### config.mk
export PLATFORM = sky130hd
export DESIGN_NAME = lpm_seq
export DESIGN_NICKNAME = d
export VERILOG_FILES = /design/src/rtl/lpm_pkg.sv /design/src/rtl/lpm_gpio_sel.sv /design/src/rtl/lpm_qual_filter.sv /design/src/rtl/lpm_wake_mux.sv /design/src/rtl/lpm_seq.sv
export SDC_FILE = /design/constraint.sdc
export NUM_CORES = 1
export LEC_CHECK = 0
export BUFFER_PORTS_ARGS = -buffer_cell sky130_fd_sc_hd__buf_2
export CORE_MARGIN = 10
export CORE_UTILIZATION = 30
export CTS_BUF_LIST = sky130_fd_sc_hd__clkbuf_2
export CTS_CLUSTER_SIZE = 10
export DETAILED_ROUTE_END_ITERATION = 10
export PLACE_DENSITY = 0.6
export SLEW_MARGIN = 20
export SYNTH_ARGS = -nofsm -noshare
export SYNTH_HDL_FRONTEND = slang
export SYNTH_SLANG_ARGS = --single-unit
### constraint.sdc
create_clock -name clk -period 2.09 [get_ports clk]
set_input_delay 0.1045 -clock clk [delete_from_list [all_inputs] [get_ports clk]]
set_output_delay 0.1045 -clock clk [all_outputs]
set_load 0.01 [all_outputs]
### src/rtl/lpm_pkg.sv
package lpm_pkg;

    typedef enum logic [2:0] {
        ST_RUN,
        ST_IDLE,
        ST_STBY,
        ST_HALT,
        ST_UP_OSC,
        ST_UP_CPU,
        ST_UP_OUT,
        ST_WAKE
    } lpm_state_e;

    typedef enum logic [1:0] {
        LP_IDLE = 2'b00,
        LP_STBY = 2'b01,
        LP_HALT = 2'b10
    } lp_kind_e;

    typedef struct packed {
        logic osc;
        logic pll;
        logic cpu;
        logic out;
    } clk_gates_t;

    function automatic lp_kind_e decode_mode(input logic [1:0] m);
        if (m[1])
            return LP_HALT;
        else if (m[0])
            return LP_STBY;
        else
            return LP_IDLE;
    endfunction

    function automatic clk_gates_t gates_of(input lpm_state_e s);
        clk_gates_t g;
        case (s)
            ST_STBY:   g = '{osc: 1'b1, pll: 1'b1, cpu: 1'b0, out: 1'b0};
            ST_HALT:   g = '{osc: 1'b0, pll: 1'b0, cpu: 1'b0, out: 1'b0};
            ST_UP_OSC: g = '{osc: 1'b1, pll: 1'b1, cpu: 1'b0, out: 1'b0};
            ST_UP_CPU: g = '{osc: 1'b1, pll: 1'b1, cpu: 1'b1, out: 1'b0};
            default:   g = '{osc: 1'b1, pll: 1'b1, cpu: 1'b1, out: 1'b1};
        endcase
        return g;
    endfunction

    function automatic logic is_parked(input lpm_state_e s);
        return (s == ST_IDLE) || (s == ST_STBY) || (s == ST_HALT);
    endfunction

endpackage

### src/rtl/lpm_gpio_sel.sv
module lpm_gpio_sel #(
    parameter int NUM_GPIO = 32
) (
    input  logic [NUM_GPIO-1:0] gpio_n,
    input  logic [NUM_GPIO-1:0] sel,
    output logic                hit
);
    logic [NUM_GPIO-1:0] line_hit;

    for (genvar i = 0; i < NUM_GPIO; i++) begin : g_line
        assign line_hit[i] = sel[i] & ~gpio_n[i];
    end

    assign hit = |line_hit;
endmodule

### src/rtl/lpm_qual_filter.sv
module lpm_qual_filter #(
    parameter int QUAL_W = 6
) (
    input  logic              clk,
    input  logic              rst,
    input  logic              clear,
    input  logic              level,
    input  logic [QUAL_W-1:0] qual,
    output logic              done
);
    localparam int CW = QUAL_W + 1;

    logic [CW-1:0] cnt;
    logic [CW-1:0] last;

    assign last = CW'(qual) + CW'(1);
    assign done = level && (cnt == last);

    always_ff @(posedge clk) begin
        if (rst || clear || !level)
            cnt <= '0;
        else if (!done)
            cnt <= cnt + CW'(1);
    end
endmodule

### src/rtl/lpm_wake_mux.sv
module lpm_wake_mux
    import lpm_pkg::*;
(
    input  lpm_state_e state,
    input  logic       gpio_hit,
    input  logic       gpio_qual,
    input  logic       wdog_irq_n,
    input  logic       dbg_req_n,
    input  logic       irq_n,
    output logic       wake
);
    always_comb begin
        case (state)
            ST_IDLE: wake = !irq_n || !wdog_irq_n;
            ST_STBY: wake = gpio_qual || !wdog_irq_n || !dbg_req_n;
            ST_HALT: wake = gpio_hit || !wdog_irq_n;
            default: wake = 1'b0;
        endcase
    end
endmodule

### src/rtl/lpm_seq.sv
module lpm_seq
    import lpm_pkg::*;
#(
    parameter int NUM_GPIO = 32,
    parameter int QUAL_W   = 6
) (
    input  logic                clk,
    input  logic                rst,
    input  logic                idle_req,
    input  logic [1:0]          lp_mode,
    input  logic [QUAL_W-1:0]   qual_len,
    input  logic [NUM_GPIO-1:0] wake_sel,
    input  logic [NUM_GPIO-1:0] gpio_n,
    input  logic                wdog_irq_n,
    input  logic                ext_rst_n,
    input  logic                dbg_req_n,
    input  logic                irq_n,
    input  logic                wdclk_ok,
    output logic                osc_en,
    output logic                pll_en,
    output logic                cpu_clk_en,
    output logic                clkout_en,
    output logic                wake_pulse,
    output logic                in_lowpower
);
    lpm_state_e state, nxt;
    clk_gates_t gates;
    logic       gpio_hit, gpio_qual, wake;

    lpm_gpio_sel #(.NUM_GPIO(NUM_GPIO)) u_sel (
        .gpio_n (gpio_n),
        .sel    (wake_sel),
        .hit    (gpio_hit)
    );

    lpm_qual_filter #(.QUAL_W(QUAL_W)) u_filt (
        .clk   (clk),
        .rst   (rst),
        .clear ((state != ST_STBY) || !ext_rst_n),
        .level (gpio_hit),
        .qual  (qual_len),
        .done  (gpio_qual)
    );

    lpm_wake_mux u_mux (
        .state      (state),
        .gpio_hit   (gpio_hit),
        .gpio_qual  (gpio_qual),
        .wdog_irq_n (wdog_irq_n),
        .dbg_req_n  (dbg_req_n),
        .irq_n      (irq_n),
        .wake       (wake)
    );

    always_comb begin
        nxt = state;
        case (state)
            ST_RUN: begin
                if (idle_req) begin
                    case (decode_mode(lp_mode))
                        LP_IDLE: nxt = ST_IDLE;
                        LP_STBY: nxt = ST_STBY;
                        default: nxt = wdclk_ok ? ST_HALT : ST_RUN;
                    endcase
                end
            end
            ST_IDLE:   if (wake) nxt = ST_WAKE;
            ST_STBY:   if (wake) nxt = ST_UP_OSC;
            ST_HALT:   if (wake) nxt = ST_UP_OSC;
            ST_UP_OSC: nxt = ST_UP_CPU;
            ST_UP_CPU: nxt = ST_UP_OUT;
            ST_UP_OUT: nxt = ST_WAKE;
            default:   nxt = ST_RUN;
        endcase
    end

    always_ff @(posedge clk) begin
        if (rst || !ext_rst_n)
            state <= ST_RUN;
        else
            state <= nxt;
    end

    assign gates       = gates_of(state);
    assign osc_en      = gates.osc;
    assign pll_en      = gates.pll;
    assign cpu_clk_en  = gates.cpu;
    assign clkout_en   = gates.out;
    assign wake_pulse  = (state == ST_WAKE);
    assign in_lowpower = is_parked(state);
endmodule

==> results of run 1 <==
## state kept, by name, summed over array words and instances (netlist names)
| name | flops |
|---|---|
| u_filt.cnt | 7 |
| state | 3 |
## worst paths after layout
| check | start | depth (start not counted) | slack, ns | to |
|---|---|---|---|---|
| setup / recovery | u_filt.cnt[6] | 6 | 0.22 | u_filt.cnt[2] |
| hold / removal | rst | 4 | 0.19 | state[0] |
| setup reg to reg | u_filt.cnt[6] | 6 | 0.22 | u_filt.cnt[2] |
| hold reg to reg | u_filt.cnt[1] | 2 | 0.56 | u_filt.cnt[1] |
## power breakdown
group          internal, W  switching [W]  total [W]
registers         0.000194     0.00000945   0.000204
clock network    0.0000392      0.0000643   0.000103
logic             0.000105      0.0000747   0.000180
## layer usage
| layer | track usage | up-vias | part of all wire |
|---|---|---|---|
| met5 | 0 | - | 0 |
| met4 | 0.0138 | 0 | 0.0015 |
| met3 | 0.0352 | 2 | 0.062 |
| met2 | 0.203 | 43 | 0.52 |
| met1 | 0.116 | 609 | 0.42 |
| li1 | - | 740 | - |
## metrics by stage
| stage | std cells | util | hold WS (ns) | area [µm²] | total power [W] |
|---|---|---|---|---|---|
| 6_report | 294 | 0.445 | 0.191 | 1670 | 0.000487 |
| 5_1_grt | 294 | 0.445 | 0.177 | 1670 | 0.000532 |
| 4_1_cts | 294 | 0.445 | 0.167 | 1670 | 0.000497 |
| 3_5_place_dp | 291 | 0.441 | 0.443 | 1650 | 0.000390 |
| 3_3_place_gp | 291 | 0.441 | 0.450 | 1650 | 0.000389 |
| 2_1_floorplan | 163 | - | 0.300 | 1190 | 0.000293 |
## cell usage after synthesis, types with 3 or more instances
| cell type | instances |
|---|---|
| sky130_fd_sc_hd__nor2b_1 | 27 |
| sky130_fd_sc_hd__inv_1 | 16 |
| sky130_fd_sc_hd__nor2_1 | 16 |
| sky130_fd_sc_hd__dfxtp_1 | 10 |
| sky130_fd_sc_hd__nor3_1 | 8 |
| sky130_fd_sc_hd__o21ai_0 | 8 |
| sky130_fd_sc_hd__nand3_1 | 7 |
| sky130_fd_sc_hd__a21oi_1 | 5 |
| sky130_fd_sc_hd__nand4_1 | 5 |
| sky130_fd_sc_hd__a2111oi_0 | 4 |
| sky130_fd_sc_hd__a2111oi_1 | 4 |
| sky130_fd_sc_hd__a21oi_2 | 4 |
| sky130_fd_sc_hd__mux2_4 | 4 |
| sky130_fd_sc_hd__nand2_1 | 4 |
| sky130_fd_sc_hd__xnor2_1 | 4 |
| sky130_fd_sc_hd__xor2_1 | 4 |
| sky130_fd_sc_hd__a31oi_1 | 3 |
| sky130_fd_sc_hd__buf_4 | 3 |
| sky130_fd_sc_hd__clkbuf_1 | 3 |
## cells by family (layout without fill, tap and decap cells)
kind of cell,Yosys count,count (layout),synth area share
adder cells (fa/ha/maj),2,2,0.0211
multiplexers,5,5,0.0601
flip-flops,10,10,0.169
AND/OR/NAND/NOR,75,75,0.346
AO/OA/AOI/OAI,39,39,0.258
buffers and inverters,24,107,0.0875
XOR/XNOR,8,8,0.0590
## cell type report
| type | count | area (µm²) | area share |
|---|---|---|---|
| Clock buffer | 3 | 15.0 | 0.00901 |
| Inverter | 16 | 60.1 | 0.0360 |
| Sequential cell | 10 | 200 | 0.120 |
| Tap cell | 48 | 60.1 | 0.0360 |
| Multi-Input combinational cell | 129 | 883 | 0.530 |
| Timing Repair Buffer | 88 | 448 | 0.269 |
## worst max-delay path, stage by stage, from the launching register on
cell and delay, ns:
sky130_fd_sc_hd__dfxtp_1 0.38, sky130_fd_sc_hd__xor2_1 0.17, sky130_fd_sc_hd__or3_1 0.31, sky130_fd_sc_hd__a21oi_1 0.24
sky130_fd_sc_hd__o211ai_1 0.18, sky130_fd_sc_hd__o21ai_1 0.17, sky130_fd_sc_hd__mux2_2 0.34
==> results.rst, run 1 <==
.. list-table::
   :header-rows: 1

   * - Metric
     - Value
   * - Run status
     - finished clean
   * - Total via count in the routed design
     - 1394
   * - Total Die Area
     - 6870 µm²
   * - Post-CTS clock slew at the launch and capture registers of the worst setup and hold paths
     - 0.11 ns
   * - Count of mapped cells out of synthesis
     - 163
   * - Largest area contributor in the netlist
     - sky130_fd_sc_hd__dfxtp_1
   * - Detailed Route WL
     - 3890 µm
   * - Unrepaired setup endpoints after global routing
     - no
   * - Number of antenna violations at the first check in global routing
     - 0
   * - Count of flip-flops with a built-in enable after synthesis
     - 0
   * - Routability cong.
     - 0.754
   * - Number of buffers created by CTS
     - 3
   * - Data arrival, critical path
     - 2.03 ns
   * - Commonest non-fill, non-tap cell in the layout
     - sky130_fd_sc_hd__buf_2
   * - Drt first-iter violations
     - 29
   * - Type of the tightest min-delay check
     - primary input to flop
   * - Critical path class
     - flop to flop
   * - Total grt overflow
     - 0
   * - Slew at the pin closest to its max-slew limit
     - 0.414 ns
   * - Fraction of synthesized cell area taken by the top area cell type
     - 0.169
   * - Power density of the placed cells
     - 292 nW/µm²
   * - Number of antenna diodes
     - 0
   * - Post-Synthesis Cell Area
     - 1190 µm²
   * - Top library cells by usage in the layout, fill and taps aside
     - 85 x sky130_fd_sc_hd__buf_2, 27 x sky130_fd_sc_hd__nor2b_1, 16 x sky130_fd_sc_hd__nor2_1, 16 x sky130_fd_sc_hd__inv_1, 10 x sky130_fd_sc_hd__dfxtp_1
   * - Clock tree from TritonCTS
     - done
   * - Count of instances resized after the clock tree is built
     - 0
   * - Syn_nets
     - 245
   * - Final net count
     - 330
   * - DRC errors left
     - 0
   * - Wire length of the first global-routing pass
     - 6530 µm
   * - Post-CTS Setup Repair Bufs
     - 0
   * - Worst slew margin
     - 0.717
   * - Worst path required time
     - 2.25 ns
   * - Initial cell density of the core
     - 0.317
   * - # hold bufs at CTS
     - 0
   * - Clock insertion delay at the later pin of the skew report
     - 0.25 ns
   * - Commonest register cell after synthesis
     - sky130_fd_sc_hd__dfxtp_1
   * - Total setup violations reported at the end of the flow
     - 0
   * - Number of warning messages in the yosys log
     - 0
   * - Final ANT Viol Nets
     - 0
   * - Hold Vio Cnt, Final
     - 0
   * - Clock period minus final worst setup slack
     - 1.87 ns
   * - Crit end category
     - flop
   * - Setup slack at placement
     - 0.0289 ns
   * - Highest ir drop seen on vdd
     - 0.200 mV
   * - Number of filler instances in the final layout
     - 412
   * - Number of max-cap violations
     - 0
   * - Area added between synthesis and finish
     - 40.4%
   * - Cell at the root of the clock tree
     - sky130_fd_sc_hd__clkbuf_2
   * - Die height
     - 82.9 µm
   * - Type of element launching the critical path
     - flop
   * - Largest net degree at the start of global routing
     - 14
   * - Buffers on Ports
     - 85
   * - First-pass detailed-route iteration total
     - 5
   * - Via count of the first global-routing pass
     - 1441
   * - Distinct cells, synth
     - 40
   * - Part of the cycle the worst path needs
     - 0.896
   * - Htree depth
     - 1
   * - All-Layer GR Usage
     - 0.108
   * - Largest clock skew in the final design
     - 0.0167 ns
   * - Number of I/O pins
     - 86
   * - DP Wirelength
     - 3460 µm
   * - Sinks on Clock Net
     - 10
   * - Overall die width
     - 82.9 µm
   * - Flops & latches, synth
     - 10
   * - Routed len/inst
     - 13.2 µm
   * - Setup Total Neg Slack
     - 0 ns
   * - PnR worst setup slack
     - 0.217 ns
   * - Cell row count
     - 22
   * - Via-per-instance ratio
     - 4.74
   * - Slew Limit Fails
     - 0
   * - Proportion of synthesized chip area in sequential cells
     - 0.169
   * - Post-Synthesis Mean Instance Area
     - 7.28 µm²
   * - Leakage Power
     - 0.784 nW
   * - Maximum clock frequency
     - 0.534 GHz
   * - Async set or reset register ratio after synthesis
     - 0
   * - Buffer levels on the longest clock path
     - 2
   * - Top area cells in the synthesized netlist
     - sky130_fd_sc_hd__dfxtp_1 17%, sky130_fd_sc_hd__nor2b_1 14%, sky130_fd_sc_hd__inv_1 5.1%
   * - Area of the core
     - 3740 µm²
   * - Layout cells sized above 1
     - 0.435
   * - Worst Path Max Fanout
     - 5
No activity file was read; power rests on OpenSTA's default activity.
==> run 2: changes to the inputs <==
==> constraint.sdc (replaced) <==
create_clock -name clk -period 2.09 [get_ports clk]
set_input_delay 0.209 -clock clk [delete_from_list [all_inputs] [get_ports clk]]
set_output_delay 0.209 -clock clk [all_outputs]
set_load 0.01 [all_outputs]
==> run 2 against run 1 <==
Combinational power increased by 4%. Clock-buffer cell count unchanged. Wire length increased by 3.5%. Global-route usage increased by 0.22 points. Die area unchanged. Flip-flop and latch count unchanged. Critical path depth unchanged. Clock skew decreased by 0.014 ns. Worst hold slack improved by 0.086 ns. Clock power increased by 6%. Cell area increased by 3.7%. First-iteration DRC count increased by 41%.
==> results.rst, run 2 (synthesis gave the netlist of run 1 again) <==
.. list-table::
   :header-rows: 1

   * - Metric
     - Value
   * - Routed len/inst
     - 13.4 µm
   * - Worst slew margin
     - 0.693
   * - Wire length of the first global-routing pass
     - 6670 µm
   * - Number of max-cap violations
     - 0
   * - Leakage Power
     - 0.820 nW
   * - Slew at the pin closest to its max-slew limit
     - 0.449 ns
   * - Cell at the root of the clock tree
     - sky130_fd_sc_hd__clkbuf_2
   * - Post-CTS Setup Repair Bufs
     - 0
   * - Critical path class
     - flop to flop
   * - Final ANT Viol Nets
     - 0
   * - Worst Path Max Fanout
     - 5
   * - Overall power
     - 0.000501 W
   * - Number of buffers created by CTS
     - 3
   * - Area of the core
     - 3740 µm²
   * - Largest clock skew in the final design
     - 0.00290 ns
   * - Hold Vio Cnt, Final
     - 0
   * - Layout cells sized above 1
     - 0.447
   * - Commonest non-fill, non-tap cell in the layout
     - sky130_fd_sc_hd__buf_2
   * - Total grt overflow
     - 0
   * - Number of antenna violations at the first check in global routing
     - 0
   * - Number of filler instances in the final layout
     - 436
   * - Total setup violations reported at the end of the flow
     - 0
   * - Total Die Area
     - 6870 µm²
   * - Final net count
     - 336
   * - Unrepaired setup endpoints after global routing
     - no
   * - First-pass detailed-route iteration total
     - 4
   * - Final instance area
     - 1730 µm²
   * - Hold slack final
     - 0.277 ns
   * - Buffers on Ports
     - 85
   * - Largest net degree at the start of global routing
     - 14
   * - Power density of the placed cells
     - 290 nW/µm²
   * - DRC errors left
     - 0
   * - Register with the most flip-flops
     - u_filt.cnt
   * - Clock period minus final worst setup slack
     - 1.89 ns
   * - Clock insertion delay at the later pin of the skew report
     - 0.25 ns
   * - Type of element launching the critical path
     - flop
   * - Finished Layout Cells
     - 301
   * - Detailed Route WL
     - 4030 µm
   * - Htree depth
     - 1
   * - Die height
     - 82.9 µm
   * - Initial cell density of the core
     - 0.317
   * - Worst path required time
     - 2.24 ns
   * - Cell area after placement
     - 1710 µm²
   * - PnR worst setup slack
     - 0.203 ns
   * - Type of the tightest min-delay check
     - primary input to flop
   * - Overall die width
     - 82.9 µm
   * - Clock tree from TritonCTS
     - done
   * - Run status
     - finished clean
   * - DP Wirelength
     - 3570 µm
   * - Top library cells by usage in the layout, fill and taps aside
     - 85 x sky130_fd_sc_hd__buf_2, 27 x sky130_fd_sc_hd__nor2b_1, 16 x sky130_fd_sc_hd__nor2_1, 16 x sky130_fd_sc_hd__inv_1, 10 x sky130_fd_sc_hd__dfxtp_1
   * - Count of instances resized after the clock tree is built
     - 0
   * - Total via count in the routed design
     - 1422
   * - Met2 wire length
     - 2130 µm
   * - M1 wire length
     - 1690 µm
   * - Number of placed instances, taps included
     - 297
   * - Number of antenna diodes
     - 0
   * - Maximum clock frequency
     - 0.530 GHz
   * - # hold bufs at CTS
     - 0
   * - Cell row count
     - 22
   * - Registers with the most flip-flops
     - u_filt.cnt x7, state x3
   * - Data arrival, critical path
     - 2.03 ns
   * - Highest signal layer in the routed design
     - met3
   * - Buffer levels on the longest clock path
     - 2
   * - All-Layer GR Usage
     - 0.110
   * - Sinks on Clock Net
     - 10
   * - Area added between synthesis and finish
     - 45.5%
   * - Post-CTS clock slew at the launch and capture registers of the worst setup and hold paths
     - 0.10 ns
   * - Drt first-iter violations
     - 41
   * - Number of I/O pins
     - 86
   * - Slew Limit Fails
     - 0
   * - Total met3 wirelength after detailed routing
     - 202 µm
   * - Via count of the first global-routing pass
     - 1443
   * - Setup slack at placement
     - -0.0445 ns
   * - Part of the cycle the worst path needs
     - 0.903
   * - Routability cong.
     - 0.768
   * - Crit end category
     - flop
   * - Largest register FFs
     - 7
   * - Via-per-instance ratio
     - 4.72
   * - Highest ir drop seen on vdd
     - 0.180 mV
run 2: cell types whose count changed in the layout (fill, tap and decap cells not counted), sizes merged:
cell    change
buf         +6
clkinv      +1
run 2: final timing paths:
| check | start | end | slack (ns) | cells after the start |
|---|---|---|---|---|
| worst max-delay path | u_filt.cnt[6] | u_filt.cnt[2] | 0.20 | 6 |
| worst min-delay path | rst | state[0] | 0.28 | 4 |
| worst max register to register | u_filt.cnt[6] | u_filt.cnt[2] | 0.20 | 6 |
| worst min register to register | u_filt.cnt[1] | u_filt.cnt[1] | 0.56 | 2 |
run 2: power breakdown:
part	switching (W)	internal [W]	total, W	leakage, nW
Clock	0.0000675	0.0000416	0.000109	0.0140
Sequential	0.00000942	0.000194	0.000204	0.0809
Combinational	0.0000773	0.000111	0.000188	0.725
run 2: per-stage QoR:
step                 util  setup TNS, ns
finish              0.462              0
global route        0.462              0
CTS                 0.462              0
detailed placement  0.457         -0.191
global placement    0.457       -0.00651
floorplan               -              0
run 2: metal layers:
layer  GRT usage  up-vias
met5           0        -
met4     0.00923        0
met3      0.0342        0
met2       0.198       36
met1       0.129      628
li1            -      758
run 2: critical path: stages (launching register included):
cell and delay, ns:
sky130_fd_sc_hd__dfxtp_1 0.38, sky130_fd_sc_hd__xor2_1 0.17, sky130_fd_sc_hd__or3_1 0.30, sky130_fd_sc_hd__a21oi_1 0.26
sky130_fd_sc_hd__o211ai_1 0.18, sky130_fd_sc_hd__o21ai_1 0.16, sky130_fd_sc_hd__mux2_2 0.34
run 2: layout make-up:
type	count	area (µm²)	area share
multi-input combinational	129	883	0.511
clock buffer	3	15.0	0.00869
timing repair buffer	94	505	0.293
sequential	10	200	0.116
clock inverter	1	3.75	0.00217
inverter	16	60.1	0.0348
tap	48	60.1	0.0348
==> run 3: changes to the inputs <==
--- a/config.mk
+++ b/config.mk
@@ -5,13 +5,14 @@
 export SDC_FILE = /design/constraint.sdc
 export NUM_CORES = 1
 export LEC_CHECK = 0
-export BUFFER_PORTS_ARGS = -buffer_cell sky130_fd_sc_hd__buf_2
+export ABC_AREA = 1
 export CORE_MARGIN = 10
 export CORE_UTILIZATION = 30
 export CTS_BUF_LIST = sky130_fd_sc_hd__clkbuf_2
 export CTS_CLUSTER_SIZE = 10
 export DETAILED_ROUTE_END_ITERATION = 10
-export PLACE_DENSITY = 0.6
+export DONT_BUFFER_PORTS = 1
+export PLACE_DENSITY = 0.42
 export SLEW_MARGIN = 20
 export SYNTH_ARGS = -nofsm -noshare
 export SYNTH_HDL_FRONTEND = slang
==> run 3 against run 2 <==
Synthesized cell count up 47%. Worst setup slack better by 0.34 ns. Clock skew about the same. Largest cell class unchanged.
==> results.rst, run 3 <==
.. list-table::
   :header-rows: 1

   * - Metric
     - Value
   * - Total Die Area
     - 6890 µm²
   * - Number of max-cap violations
     - 0
   * - Data arrival, critical path
     - 1.69 ns
   * - All-Layer GR Usage
     - 0.0935
   * - Registers with the most flip-flops
     - u_filt.cnt x7, state x3
   * - Layout cells sized above 1
     - 0.0496
   * - Buffer levels on the longest clock path
     - 2
   * - Fraction of synthesized cell area taken by the top area cell type
     - 0.280
   * - Type of element launching the critical path
     - flop
   * - Wire length of the first global-routing pass
     - 5600 µm
   * - Number of antenna violations at the first check in global routing
     - 0
   * - Number of antenna diodes
     - 0
   * - Clock insertion delay at the later pin of the skew report
     - 0.25 ns
   * - Proportion of synthesized chip area in sequential cells
     - 0.168
   * - Detailed Route WL
     - 3470 µm
   * - Top cells by count, synth
     - 89 x sky130_fd_sc_hd__nand2_1, 58 x sky130_fd_sc_hd__inv_1, 25 x sky130_fd_sc_hd__nor2_1, 14 x sky130_fd_sc_hd__nand3_1, 10 x sky130_fd_sc_hd__dfxtp_1
   * - Routed len/inst
     - 12.0 µm
   * - Number of I/O pins
     - 86
   * - Total via count in the routed design
     - 1291
   * - Post-CTS clock slew at the launch and capture registers of the worst setup and hold paths
     - 0.10 ns
   * - Clock tree from TritonCTS
     - done
   * - Initial cell density of the core
     - 0.318
   * - Total grt overflow
     - 0
   * - Power density of the placed cells
     - 369 nW/µm²
   * - Hold slack final
     - 0.170 ns
   * - Largest register FFs
     - 7
   * - Total setup violations reported at the end of the flow
     - 0
   * - Critical path class
     - flop to flop
   * - DRC errors left
     - 0
   * - Global routing met2 resource utilization
     - 0.139
   * - Area of the core
     - 3740 µm²
   * - Die height
     - 83.0 µm
   * - Via-per-instance ratio
     - 4.45
   * - Largest net degree at the start of global routing
     - 8
   * - Slew at the pin closest to its max-slew limit
     - 0.463 ns
   * - Syn_nets
     - 322
   * - Cell at the root of the clock tree
     - sky130_fd_sc_hd__clkbuf_2
   * - Register with the most flip-flops
     - u_filt.cnt
   * - Routability cong.
     - 0.740
   * - Post-CTS Setup Repair Bufs
     - 0
   * - Type of the tightest min-delay check
     - primary input to flop
   * - Async set or reset register ratio after synthesis
     - 0
   * - Clock period minus final worst setup slack
     - 1.54 ns
   * - Buffers on Ports
     - 0
   * - Top library cells by usage in the layout, fill and taps aside
     - 89 x sky130_fd_sc_hd__nand2_1, 58 x sky130_fd_sc_hd__inv_1, 25 x sky130_fd_sc_hd__nor2_1, 14 x sky130_fd_sc_hd__nand3_1, 10 x sky130_fd_sc_hd__dfxtp_1
   * - Met3 Use GR
     - 0.0479
   * - Via count of the first global-routing pass
     - 1195
   * - Leakage Power
     - 0.735 nW
   * - Slew Limit Fails
     - 0
   * - DP Wirelength
     - 3160 µm
   * - Worst Path Max Fanout
     - 7
   * - Htree depth
     - 1
   * - Number of buffers created by CTS
     - 3
   * - Crit end category
     - flop
   * - Worst slew margin
     - 0.689
   * - Drt first-iter violations
     - 43
   * - Post-Synthesis Cell Area
     - 1190 µm²
   * - Final net count
     - 326
   * - Area added between synthesis and finish
     - 5.67%
   * - Commonest register cell after synthesis
     - sky130_fd_sc_hd__dfxtp_1
   * - Cell row count
     - 22
   * - Largest area contributor in the netlist
     - sky130_fd_sc_hd__nand2_1
   * - Overall die width
     - 83.0 µm
   * - Largest clock skew in the final design
     - 0.00296 ns
   * - Commonest non-fill, non-tap cell in the layout
     - sky130_fd_sc_hd__nand2_1
   * - Top area cells in the synthesized netlist
     - sky130_fd_sc_hd__nand2_1 28%, sky130_fd_sc_hd__inv_1 18%, sky130_fd_sc_hd__dfxtp_1 17%
   * - Count of mapped cells out of synthesis
     - 240
   * - Worst path required time
     - 2.24 ns
   * - Part of the cycle the worst path needs
     - 0.738
   * - Post-Synthesis Mean Instance Area
     - 4.96 µm²
   * - Count of flip-flops with a built-in enable after synthesis
     - 0
   * - Count of instances resized after the clock tree is built
     - 0
   * - Final instance area
     - 1260 µm²
   * - Most congested layer reported by global routing
     - met2
   * - Unrepaired setup endpoints after global routing
     - no
   * - Setup Total Neg Slack
     - 0 ns
   * - Distinct cells, synth
     - 22
   * - First-pass detailed-route iteration total
     - 4
   * - Flops & latches, synth
     - 10
   * - Maximum clock frequency
     - 0.648 GHz
   * - Hold Vio Cnt, Final
     - 0
   * - Sinks on Clock Net
     - 10
   * - Final ANT Viol Nets
     - 0
   * - # hold bufs at CTS
     - 0
   * - Cell area after placement
     - 1240 µm²
   * - Met1 track utilization from global routing
     - 0.112
   * - Number of warning messages in the yosys log
     - 0
   * - Highest ir drop seen on vdd
     - 0.228 mV
   * - Most numerous cell in the Yosys netlist
     - sky130_fd_sc_hd__nand2_1
   * - Run status
     - finished clean
-- run 3: cell type report --
type                    instances  area (µm²)
fillers                       442        2480
flip-flops and latches         10         200
well taps                      48        60.1
multi-input cells             169         758
inverters                      60         225
clock buffers                   3        15.0
-- run 3: report_power, final --
part           total [W]  internal, W  switching, W
Combinational   0.000157    0.0000598     0.0000971
Sequential      0.000202     0.000196    0.00000647
Clock           0.000105    0.0000392     0.0000662
Total           0.000464     0.000295      0.000170
-- run 3: metal layers --
metal,vias up,part of all wire
met5,-,0
met4,0,0.0058
met3,2,0.11
met2,59,0.42
met1,512,0.46
li1,718,-
-- run 3: path summary, 6_finish.rpt --
| check | from | to | slack (ns) | cells after the start |
|---|---|---|---|---|
| setup / recovery | u_filt.cnt[4] | u_filt.cnt[5] | 0.55 | 13 |
| setup reg to reg | u_filt.cnt[4] | u_filt.cnt[5] | 0.55 | 13 |
| hold / removal | rst | state[0] | 0.17 | 3 |
| hold reg to reg | u_filt.cnt[6] | u_filt.cnt[6] | 0.51 | 2 |
-- run 3: cells by family after synthesis --
kind of cell,Yosys count,synth area share
buffers and inverters,61,0.195
adders and majority gates,2,0.0210
and+or+nand+nor,142,0.498
DFF,10,0.168
AOI/OAI and AO/OA,22,0.0956
xor gates and xnor gates,3,0.0221
-- run 3: metrics by stage --
stage / utilization / total power (W) / setup WS (ns) / instances
3_3_place_gp: 0.332 / 0.000367 / 0.507 / 287
5_1_grt: 0.336 / 0.000509 / 0.327 / 290
4_1_cts: 0.336 / 0.000473 / 0.534 / 290
6_report: 0.336 / 0.000464 / 0.547 / 290
3_5_place_dp: 0.332 / 0.000366 / 0.500 / 287
2_1_floorplan: - / 0.000340 / 0.600 / 240
-- run 3: worst max-delay path, cell delays in order, from the launching register on --
cell and delay (ns):
sky130_fd_sc_hd__dfxtp_1 0.41, sky130_fd_sc_hd__inv_1 0.08, sky130_fd_sc_hd__nand2_1 0.08, sky130_fd_sc_hd__nand2_1 0.05, sky130_fd_sc_hd__nand2_1 0.05, sky130_fd_sc_hd__nand2_1 0.04
sky130_fd_sc_hd__o21ai_1 0.09, sky130_fd_sc_hd__nor2_2 0.07, sky130_fd_sc_hd__nand3_4 0.11, sky130_fd_sc_hd__nand2_1 0.09, sky130_fd_sc_hd__nor2_2 0.17, sky130_fd_sc_hd__nand3_1 0.09
sky130_fd_sc_hd__nand2_1 0.07, sky130_fd_sc_hd__a21oi_1 0.04
